<file path="src/rtl/oam_dma_pkg.sv">
`timescale 1ns/1ps
package oam_dma_pkg;
   localparam int ADDR_W = 16;

   typedef struct packed {
      logic [ADDR_W-1:0] lo;
      logic [ADDR_W-1:0] hi;   // exclusive bound
   } lock_win_t;

   function automatic lock_win_t region_window(input logic [2:0] idx, input logic newer);
      lock_win_t w;
      if (idx == 3'd4) begin
         w.lo = 16'h8000; w.hi = 16'hA000;
      end else if (newer && idx == 3'd6) begin
         w.lo = 16'hC000; w.hi = 16'hFE00;
      end else if (newer) begin
         w.lo = 16'hA000; w.hi = 16'hC000;
      end else begin
         w.lo = 16'hA000; w.hi = 16'hFE00;
      end
      return w;
   endfunction
endpackage

</file>
<file path="src/rtl/oam_dma_pacer.sv">
`timescale 1ns/1ps
module oam_dma_pacer #(
   parameter int XFER_LEN    = 160,
   parameter int START_DELAY = 8,
   parameter int STEP_GAP    = 4,
   parameter logic [15:0] MAX_BASE = 16'hF100
) (
   input  logic        clk,
   input  logic        rst_n,
   input  logic        start_i,
   input  logic [15:0] base_i,
   output logic        accept_o,
   output logic        req_o,
   output logic        step_o,
   output logic        running_o,
   output logic [15:0] src_o
);
   localparam int CNT_W = $clog2(XFER_LEN + 1);
   localparam int TMR_W = $clog2(START_DELAY);
   localparam logic [CNT_W-1:0] LEN_V   = CNT_W'(XFER_LEN);
   localparam logic [TMR_W-1:0] FIRST_V = TMR_W'(START_DELAY - 1);
   localparam logic [TMR_W-1:0] GAP_V   = TMR_W'(STEP_GAP - 1);

   logic [CNT_W-1:0] left_q;
   logic [TMR_W-1:0] tmr_q;
   logic [15:0]      src_q;

   assign accept_o  = start_i && (base_i <= MAX_BASE);
   assign running_o = (left_q != '0);
   assign req_o     = running_o && (tmr_q == '0);
   assign step_o    = req_o && !accept_o;
   assign src_o     = src_q;

   always_ff @(posedge clk) begin
      if (!rst_n) begin
         left_q <= '0;
         tmr_q  <= '0;
         src_q  <= '0;
      end else if (accept_o) begin
         left_q <= LEN_V;
         tmr_q  <= FIRST_V;
         src_q  <= base_i;
      end else if (running_o) begin
         if (tmr_q == '0) begin
            left_q <= left_q - 1'b1;
            tmr_q  <= GAP_V;
            src_q  <= src_q + 16'd1;
         end else begin
            tmr_q  <= tmr_q - 1'b1;
         end
      end
   end
endmodule

</file>
<file path="src/rtl/oam_dma_writer.sv">
`timescale 1ns/1ps
module oam_dma_writer #(
   parameter int DATA_W    = 8,
   parameter int OAM_DEPTH = 256
) (
   input  logic                         clk,
   input  logic                         rst_n,
   input  logic                         accept_i,
   input  logic                         step_i,
   input  logic [DATA_W-1:0]            rd_data_i,
   output logic                         we_o,
   output logic [$clog2(OAM_DEPTH)-1:0] idx_o,
   output logic [DATA_W-1:0]            wdata_o
);
   localparam int IDX_W = $clog2(OAM_DEPTH);

   logic              we_q;
   logic [IDX_W-1:0]  idx_q;
   logic [DATA_W-1:0] data_q;

   always_ff @(posedge clk) begin
      if (!rst_n) begin
         we_q   <= 1'b0;
         idx_q  <= '0;
         data_q <= '0;
      end else begin
         we_q <= step_i;
         if (step_i) data_q <= rd_data_i;
         if (accept_i)  idx_q <= '0;
         else if (we_q) idx_q <= idx_q + 1'b1;
      end
   end

   assign we_o    = we_q;
   assign idx_o   = idx_q;
   assign wdata_o = data_q;
endmodule

</file>
<file path="src/rtl/oam_dma_lockmap.sv">
`timescale 1ns/1ps
module oam_dma_lockmap
   import oam_dma_pkg::*;
#(
   parameter logic [15:0] OAM_LO = 16'hFE00,
   parameter logic [15:0] OAM_HI = 16'hFEA0
) (
   input  logic        active_i,
   input  logic        model_new_i,
   input  logic [15:0] src_i,
   input  logic [15:0] cpu_addr_i,
   output logic        locked_o
);
   lock_win_t win;
   logic      in_win, in_oam;

   always_comb begin
      win    = region_window(src_i[15:13], model_new_i);
      in_win = (cpu_addr_i >= win.lo) && (cpu_addr_i < win.hi);
      in_oam = (cpu_addr_i >= OAM_LO) && (cpu_addr_i < OAM_HI);
      locked_o = active_i && (in_win || in_oam);
   end
endmodule

</file>
<file path="src/rtl/oam_dma_cpu_gate.sv">
`timescale 1ns/1ps
module oam_dma_cpu_gate #(
   parameter int DATA_W = 8
) (
   input  logic              locked_i,
   input  logic              wr_i,
   input  logic [DATA_W-1:0] rdata_i,
   output logic              wr_o,
   output logic [DATA_W-1:0] rdata_o
);
   assign wr_o    = wr_i && !locked_i;
   assign rdata_o = locked_i ? {DATA_W{1'b1}} : rdata_i;
endmodule

</file>
<file path="src/rtl/oam_dma_engine.sv">
`timescale 1ns/1ps
module oam_dma_engine #(
   parameter int DATA_W      = 8,
   parameter int XFER_LEN    = 160,
   parameter int OAM_DEPTH   = 256,
   parameter int START_DELAY = 8,
   parameter int STEP_GAP    = 4,
   parameter logic [15:0] MAX_BASE = 16'hF100
) (
   input  logic                         clk,
   input  logic                         rst_n,
   input  logic                         start_i,
   input  logic [15:0]                  base_i,
   input  logic                         model_new_i,
   output logic                         bus_req_o,
   output logic [15:0]                  bus_addr_o,
   input  logic [DATA_W-1:0]            bus_data_i,
   output logic                         oam_we_o,
   output logic [$clog2(OAM_DEPTH)-1:0] oam_addr_o,
   output logic [DATA_W-1:0]            oam_wdata_o,
   output logic                         busy_o,
   input  logic [15:0]                  cpu_addr_i,
   input  logic                         cpu_wr_i,
   input  logic [DATA_W-1:0]            cpu_rdata_i,
   output logic [DATA_W-1:0]            cpu_rdata_o,
   output logic                         cpu_wr_o,
   output logic                         cpu_locked_o
);
   localparam logic [15:0] OAM_LO = 16'hFE00;
   localparam logic [15:0] OAM_HI = 16'(32'hFE00 + XFER_LEN);

   if (XFER_LEN < 1 || XFER_LEN > OAM_DEPTH) begin : g_bad_len
      $error("oam_dma_engine: XFER_LEN must lie in 1..OAM_DEPTH");
   end
   if (STEP_GAP < 2) begin : g_bad_gap
      $error("oam_dma_engine: STEP_GAP must be at least 2");
   end
   if (START_DELAY < STEP_GAP) begin : g_bad_delay
      $error("oam_dma_engine: START_DELAY must not be below STEP_GAP");
   end
   if (DATA_W < 1) begin : g_bad_width
      $error("oam_dma_engine: DATA_W must be positive");
   end

   logic accept, step, running, locked;
   logic [15:0] src;

   oam_dma_pacer #(
      .XFER_LEN(XFER_LEN), .START_DELAY(START_DELAY),
      .STEP_GAP(STEP_GAP), .MAX_BASE(MAX_BASE)
   ) u_pacer (
      .clk(clk), .rst_n(rst_n), .start_i(start_i), .base_i(base_i),
      .accept_o(accept), .req_o(bus_req_o), .step_o(step),
      .running_o(running), .src_o(src)
   );

   oam_dma_writer #(.DATA_W(DATA_W), .OAM_DEPTH(OAM_DEPTH)) u_writer (
      .clk(clk), .rst_n(rst_n), .accept_i(accept), .step_i(step),
      .rd_data_i(bus_data_i), .we_o(oam_we_o), .idx_o(oam_addr_o),
      .wdata_o(oam_wdata_o)
   );

   assign busy_o     = running || oam_we_o;
   assign bus_addr_o = src;

   oam_dma_lockmap #(.OAM_LO(OAM_LO), .OAM_HI(OAM_HI)) u_lock (
      .active_i(busy_o), .model_new_i(model_new_i), .src_i(src),
      .cpu_addr_i(cpu_addr_i), .locked_o(locked)
   );

   oam_dma_cpu_gate #(.DATA_W(DATA_W)) u_gate (
      .locked_i(locked), .wr_i(cpu_wr_i), .rdata_i(cpu_rdata_i),
      .wr_o(cpu_wr_o), .rdata_o(cpu_rdata_o)
   );

   assign cpu_locked_o = locked;
endmodule

</file>
<file path="config.mk">
export PLATFORM = sky130hd
export DESIGN_NAME = oam_dma_engine
export DESIGN_NICKNAME = d
export VERILOG_FILES = /design/src/rtl/oam_dma_pkg.sv /design/src/rtl/oam_dma_pacer.sv /design/src/rtl/oam_dma_writer.sv /design/src/rtl/oam_dma_lockmap.sv /design/src/rtl/oam_dma_cpu_gate.sv /design/src/rtl/oam_dma_engine.sv
export SDC_FILE = /design/constraint.sdc
export NUM_CORES = 1
export LEC_CHECK = 0
export ABC_AREA = 1
export CAP_MARGIN = 0
export CORE_MARGIN = 1.5
export CORE_UTILIZATION = 47
export CTS_CLUSTER_DIAMETER = 60
export CTS_CLUSTER_SIZE = 28
export DETAILED_ROUTE_END_ITERATION = 12
export PLACE_DENSITY = 0.83
export SKIP_CTS_REPAIR_TIMING = 1
export SLEW_MARGIN = 5
export SYNTH_ARGS = -nofsm -noshare
export SYNTH_HDL_FRONTEND = slang
export SYNTH_HIERARCHICAL = 1
export SYNTH_SLANG_ARGS = --single-unit
</file>
<file path="constraint.sdc">
create_clock -name clk -period 2.3 [get_ports clk]
set_input_delay 0.46 -clock clk [delete_from_list [all_inputs] [get_ports clk]]
set_output_delay 0.46 -clock clk [all_outputs]
set_load 0.05 [all_outputs]
</file>
## Yosys cells after proc, flatten, opt, wreduce, memory -nomap -nowiden

Cells that the tools add are included.

- Register bits after elaboration: 44
- Input bits: 53
- Word-level logic and storage cells: 51

- Bitwise gates (word level): 1
- Muxes and demuxes: 13
- Reductions and logical operators: 19
- Equal/unequal tests: 2
- Add/subtract/negate cells: 4
- $lt $le $gt $ge: 5

Operators with widths:

| kind | count |
|---|---|
| 32-bit 2-to-1 mux | 2 |
| 16-bit 2-to-1 mux | 3 |
| 8-bit 2-to-1 mux | 4 |
| 16-bit by 1-bit adder with 16-bit output, second input constant | 1 |
| 16-bit >= comparator | 1 |
| 16-bit >= comparator, second input constant | 1 |
| 16-bit less-or-equal comparator, second input constant | 1 |
| 16-bit < comparator | 1 |
| 16-bit < comparator, second input constant | 1 |
| 14-bit 2-to-1 mux | 1 |
| 3-bit 2-to-1 mux | 3 |
| 8-bit by 1-bit adder with 8-bit output, second input constant | 1 |
| 1-bit logical AND | 8 |
| 8-bit nonzero test | 1 |
| 8-bit by 1-bit subtractor with 8-bit output, second input constant | 1 |
| 3-bit == test, second input constant | 2 |
| 2-bit AND reduction | 2 |
| 2-bit nonzero test | 2 |
| 3-bit logical NOT | 1 |
| 3-bit by 1-bit subtractor with 3-bit output, second input constant | 1 |
| 1-bit logical NOT | 2 |
| 1-bit logical OR | 2 |
| 2-bit OR reduction | 1 |
| 1-bit NOT | 1 |

## Longest topological paths before layout

- Depth after elaboration: 10
- Mapped depth: 14

## Modules after synthesis

The synthesis kept the hierarchy.

By module, submodules not included:

| module | area each (µm²) | seq. area each (µm²) | instances | cells an instance |
|---|---|---|---|---|
| oam_dma_pacer | 1949.4 | 540.5 | 1 | 314 |
| oam_dma_writer | 670.6 | 340.3 | 1 | 88 |
| oam_dma_lockmap | 310.3 | 0.0 | 1 | 57 |
| oam_dma_cpu_gate | 71.3 | 0.0 | 1 | 19 |
| oam_dma_engine | 11.3 | 0.0 | 1 | 3 |

## Least setup slack after synthesis

Ideal clock, no wire load.

- Path type: register to output
- Start point: register u_pacer.src_q[14], in the netlist u_pacer/src_o[14]
- End point: output cpu_rdata_o[0]
- Path buffers: 0
- Slack: -0.969 ns
- Required time: 1.840 ns
- Stages on the path, launching flop included: 13
- Arrival time: 2.809 ns
- Cells stage by stage: dfxtp_1 inv_1 nand3_1 inv_1 nor2_1 ha_1 a21oi_1 nor2_1 a21oi_1 nand3_1 a21oi_2 inv_2 nand2_1

- Cells in the longest elaborated chain, start to end: 9
- Elaborated cells between the ends (all ways): 11
- Classes of those cells: order compare (2); eq/ne (2); mux (3); reduce/logical (4)

Ends and longest elaborated chain:

| element | RTL line | RTL |
|---|---|---|
| start: declaration | oam_dma_pacer.sv:26 | `logic [15:0] src_q;` |
| start signal: assignment | oam_dma_pacer.sv:42 | `src_q <= base_i;` |
| start signal: assignment | oam_dma_pacer.sv:47 | `src_q <= src_q + 16'd1;` |
| 3-bit == test | oam_dma_pkg.sv:14 | `end else if (newer && idx == 3'd6) begin` |
| 1-bit logical AND | oam_dma_pkg.sv:14 |  |
| 32-bit 2-to-1 mux | oam_dma_pkg.sv:14 |  |
| 32-bit 2-to-1 mux * | oam_dma_pkg.sv:12 | `if (idx == 3'd4) begin` |
| 16-bit >= comparator / 16-bit < comparator (equally long branches) | oam_dma_lockmap.sv:19 | `in_win = (cpu_addr_i >= win.lo) && (cpu_addr_i < win.hi);` |
| 1-bit logical AND * | oam_dma_lockmap.sv:19 |  |
| 1-bit logical OR * | oam_dma_lockmap.sv:21 | `locked_o = active_i && (in_win \|\| in_oam);` |
| 1-bit logical AND * | oam_dma_lockmap.sv:21 |  |
| named net cpu_locked_o | oam_dma_engine.sv:27 | `output logic cpu_locked_o` |
| 8-bit 2-to-1 mux * | oam_dma_cpu_gate.sv:12 | `assign rdata_o = locked_i ? {DATA_W{1'b1}} : rdata_i;` |
| end: declaration | oam_dma_engine.sv:25 | `output logic [DATA_W-1:0] cpu_rdata_o,` |

The timed path passes the listed nets; every way through them passes the cells marked *.

## Worst setup path in the final report

- Start point: input cpu_addr_i[14]
- End point: output cpu_rdata_o[4]

- Cells in the longest elaborated chain, start to end: 5
- Elaborated cells between the ends (all ways): 9
- Classes of those cells: order compare (4); mux (1); reduce/logical (4)

Ends and longest elaborated chain:

| element | RTL line | RTL |
|---|---|---|
| start: declaration | oam_dma_engine.sv:22 | `input logic [15:0] cpu_addr_i,` |
| 16-bit >= comparator (tied with other cells) | oam_dma_lockmap.sv:19 |  |
| 1-bit logical AND (on tied branches) | oam_dma_lockmap.sv:19, oam_dma_lockmap.sv:20 |  |
| 1-bit logical OR * | oam_dma_lockmap.sv:21 |  |
| 1-bit logical AND * | oam_dma_lockmap.sv:21 |  |
| 8-bit 2-to-1 mux * | oam_dma_cpu_gate.sv:12 |  |

Mark *: on every way between the ends. The rest lies on a longest branch, timed or not.

==> qor.yml <==
finish:
  nFillCells: 466
  final_util_pct: 74.9
  drive_gt1_share_pct: 14.0
  diodes: 0
  syn_to_final_growth_pct: 50.7
  final_common_cell: "nand2_1"
  mostFrequentLayoutCells: "106 x nand2_1, 83 x clkdlybuf4s50_1, 68 x inv_1, 67 x nand3_1, 59 x nor2_1"
  final_net_count: 653
synth:
  synth-async-reset-ratio_pct: 0
  synth_flop_cell: "dfxtp_1"
  avgSynthCellArea_um2: 6.26
  synth-edff-count: 0
  ys_types: 30
  ys_warn_count: 6
  ys_seq_area_share_pct: 29.2
  synth_seq_cells: 44
  syn_nets: 548
  syn_area_um2: 3010
  synthCells: 481
sta:
  rsz0062_at_grt: "yes"
  fin_tns_setup_ps: -5540
  skew_ps: 9.02
  relSlewSlack_pct: 64.5
  setup_viol: 10
  hold_viol: 0
  holdWs_ps: 473
  layout_min_cycle_time_ps: 2890
  maxSlewViolCount: 0
  tightestPinTransition_ps: 530
  period_share_pct: 126
  setup_slack_ps: -589
  max_freq_mhz: 346
clocking:
  clockBufferDepth: 2
  cts.sinks: 44
  root_buffer: "clkbuf_8"
  clk_pin_slew_ps: 80
  numCtsBuffers: 5
  clock_latency_ps: 300
  htree_levels: 2
  cts_tree: "yes"
worst_setup_path:
  max_stage_delay_ps: 460
  critPathKind: "in2out"
  crit_chain: "clkdlybuf4s50_1 > ha_1 > nand2_2 > nor2_2 > nand3_1 > o21ai_2 > nand3_2 > a21oi_4 > clkinv_8 > nand2_8 > buf_12"
  crit_arrival_ps: 2430
  endpoint_kind: "output port"
  critPathRequiredTime_ps: 1840
  worstRegToRegCells: 11
  cp_max_fo: 8
  startpoint_type: "input port"
  r2r_slack_ps: 270
  slowest_stage: "clkdlybuf4s50_1"
  critPathTopFamily: "buffers and inverters"
  crit_buf_inv: 3
  crit_cells: 11
route:
  ant_nets: 0
  wirelength_um: 8580
  first_pass_iters: 5
  avgRoutedWirePerCell_um: 13.0
  vias: 3376
  drc: 0
  vias_per_cell: 5.10
  drt_iter0_markers: 284
global_route:
  first_global_vias: 3107
  antenna_found_initial: 0
  grt_pass1_wl_um: 14100
  track_usage_pct: 24.1
  overflow: 0
  grt_max_degree: 36
floorplanning:
  die_h_um: 83.1
  die_area_um2: 6900
  std_cell_rows: 28
  ios: 98
  fp.coreArea_um2: 6060
  die_x_um: 83.1
  initial_utilization_pct: 49.7
placement:
  gp_congestion: 0.853
  dp_slack_ps: -647
  io_buffers: 97
  place_hpwl_um: 6730
job:
  drv_cap: 0
power_and_ir_drop:
  total_power_mw: 2.74
  p_leak_nw: 2.08
  irDropWorstVdd_v: 0.000485
  power.density_nw_per_um2: 602
outcome:
  violations: "setup timing"
  status: "complete, but fails checks"
min_path:
  hold_class: "reg2reg"
  whs_path_depth: 2
==> layer usage <==
layer | wire (um) | up-vias | global-route usage, %
met5 | 0 | - | 0
met4 | 55 | 0 | 4.09
met3 | 363 | 6 | 2.98
met2 | 4460 | 87 | 44.9
met1 | 3700 | 1560 | 29.9
li1 | - | 1723 | -
==> kinds of logic (layout without fill, tap and decap cells) <==
logic type	after synthesis	in the layout	synth area share [%]
compound gates	44	44	8.14
xor+xnor	10	10	2.91
flops	44	44	29.2
simple gates	278	278	41.0
buf+inv	91	197	12.9
fa+ha+maj	14	14	5.81
==> cell usage after synthesis, types with 3 or more instances <==
cell type	instances	area [um2]
ha_1	14	175
nor2_4	4	45.0
nand2_2	5	31.3
nand3_1	70	350
inv_1	71	267
o21ai_0	16	80.1
nand2_1	118	443
nor2_2	3	18.8
nor2_1	61	229
buf_6	5	56.3
nand4_1	10	62.6
dfxtp_1	44	881
buf_2	7	35.0
a21oi_1	20	100
xor2_1	8	70.1
inv_2	5	18.8
o21ai_1	4	20.0
==> layout make-up <==
type | instances | area, um2 | area share [%]
clock inverter | 3 | 46.3 | 1.02
tap | 75 | 93.8 | 2.07
multi-input combinational | 346 | 1930 | 42.4
timing repair buffer | 111 | 1200 | 26.5
inverter | 78 | 309 | 6.81
sequential | 44 | 892 | 19.6
clock buffer | 5 | 68.8 | 1.52
==> per-stage QoR <==
stage / area (um2) / std cells
final: 4540 / 662
after global routing: 4540 / 662
after CTS: 4490 / 661
after detailed placement: 4380 / 653
after global placement: 4380 / 653
after floorplan: 3190 / 481
==> where the power goes <==
group          switching (mW)  total, mW  internal, mW
logic                   0.742       1.24         0.493
registers              0.0635      0.891         0.827
clock network           0.282      0.609         0.327
==> registers in the layout (all words and copies together) (netlist names) <==
| register | flops |
|---|---|
| u_writer/idx_o | 8 |
| u_writer/we_o | 1 |
| u_pacer/left_q | 8 |
| u_writer/wdata_o | 8 |
| u_pacer/tmr_q | 3 |
| u_pacer/src_o | 16 |
==> worst reg2reg max path: cells and delay by family (launching register included) <==
kind          cells  cell delay [ps]
simple gates      6              860
buf+inv           4              520
flops             1              360
fa+ha+maj         1              190
==> worst paths after layout <==
path	start	to
worst max-delay path	cpu_addr_i[14]	cpu_rdata_o[4]
worst min-delay path	u_pacer/left_q[0]$_SDFFE_PP0P_	u_pacer/left_q[0]$_SDFFE_PP0P_
worst max register to register	u_pacer/left_q[1]$_SDFFE_PP0P_	u_writer/wdata_o[3]$_SDFFE_PN0P_
worst min register to register	u_pacer/left_q[0]$_SDFFE_PP0P_	u_pacer/left_q[0]$_SDFFE_PP0P_
Note: power is estimated with default switching activity, not from simulation.
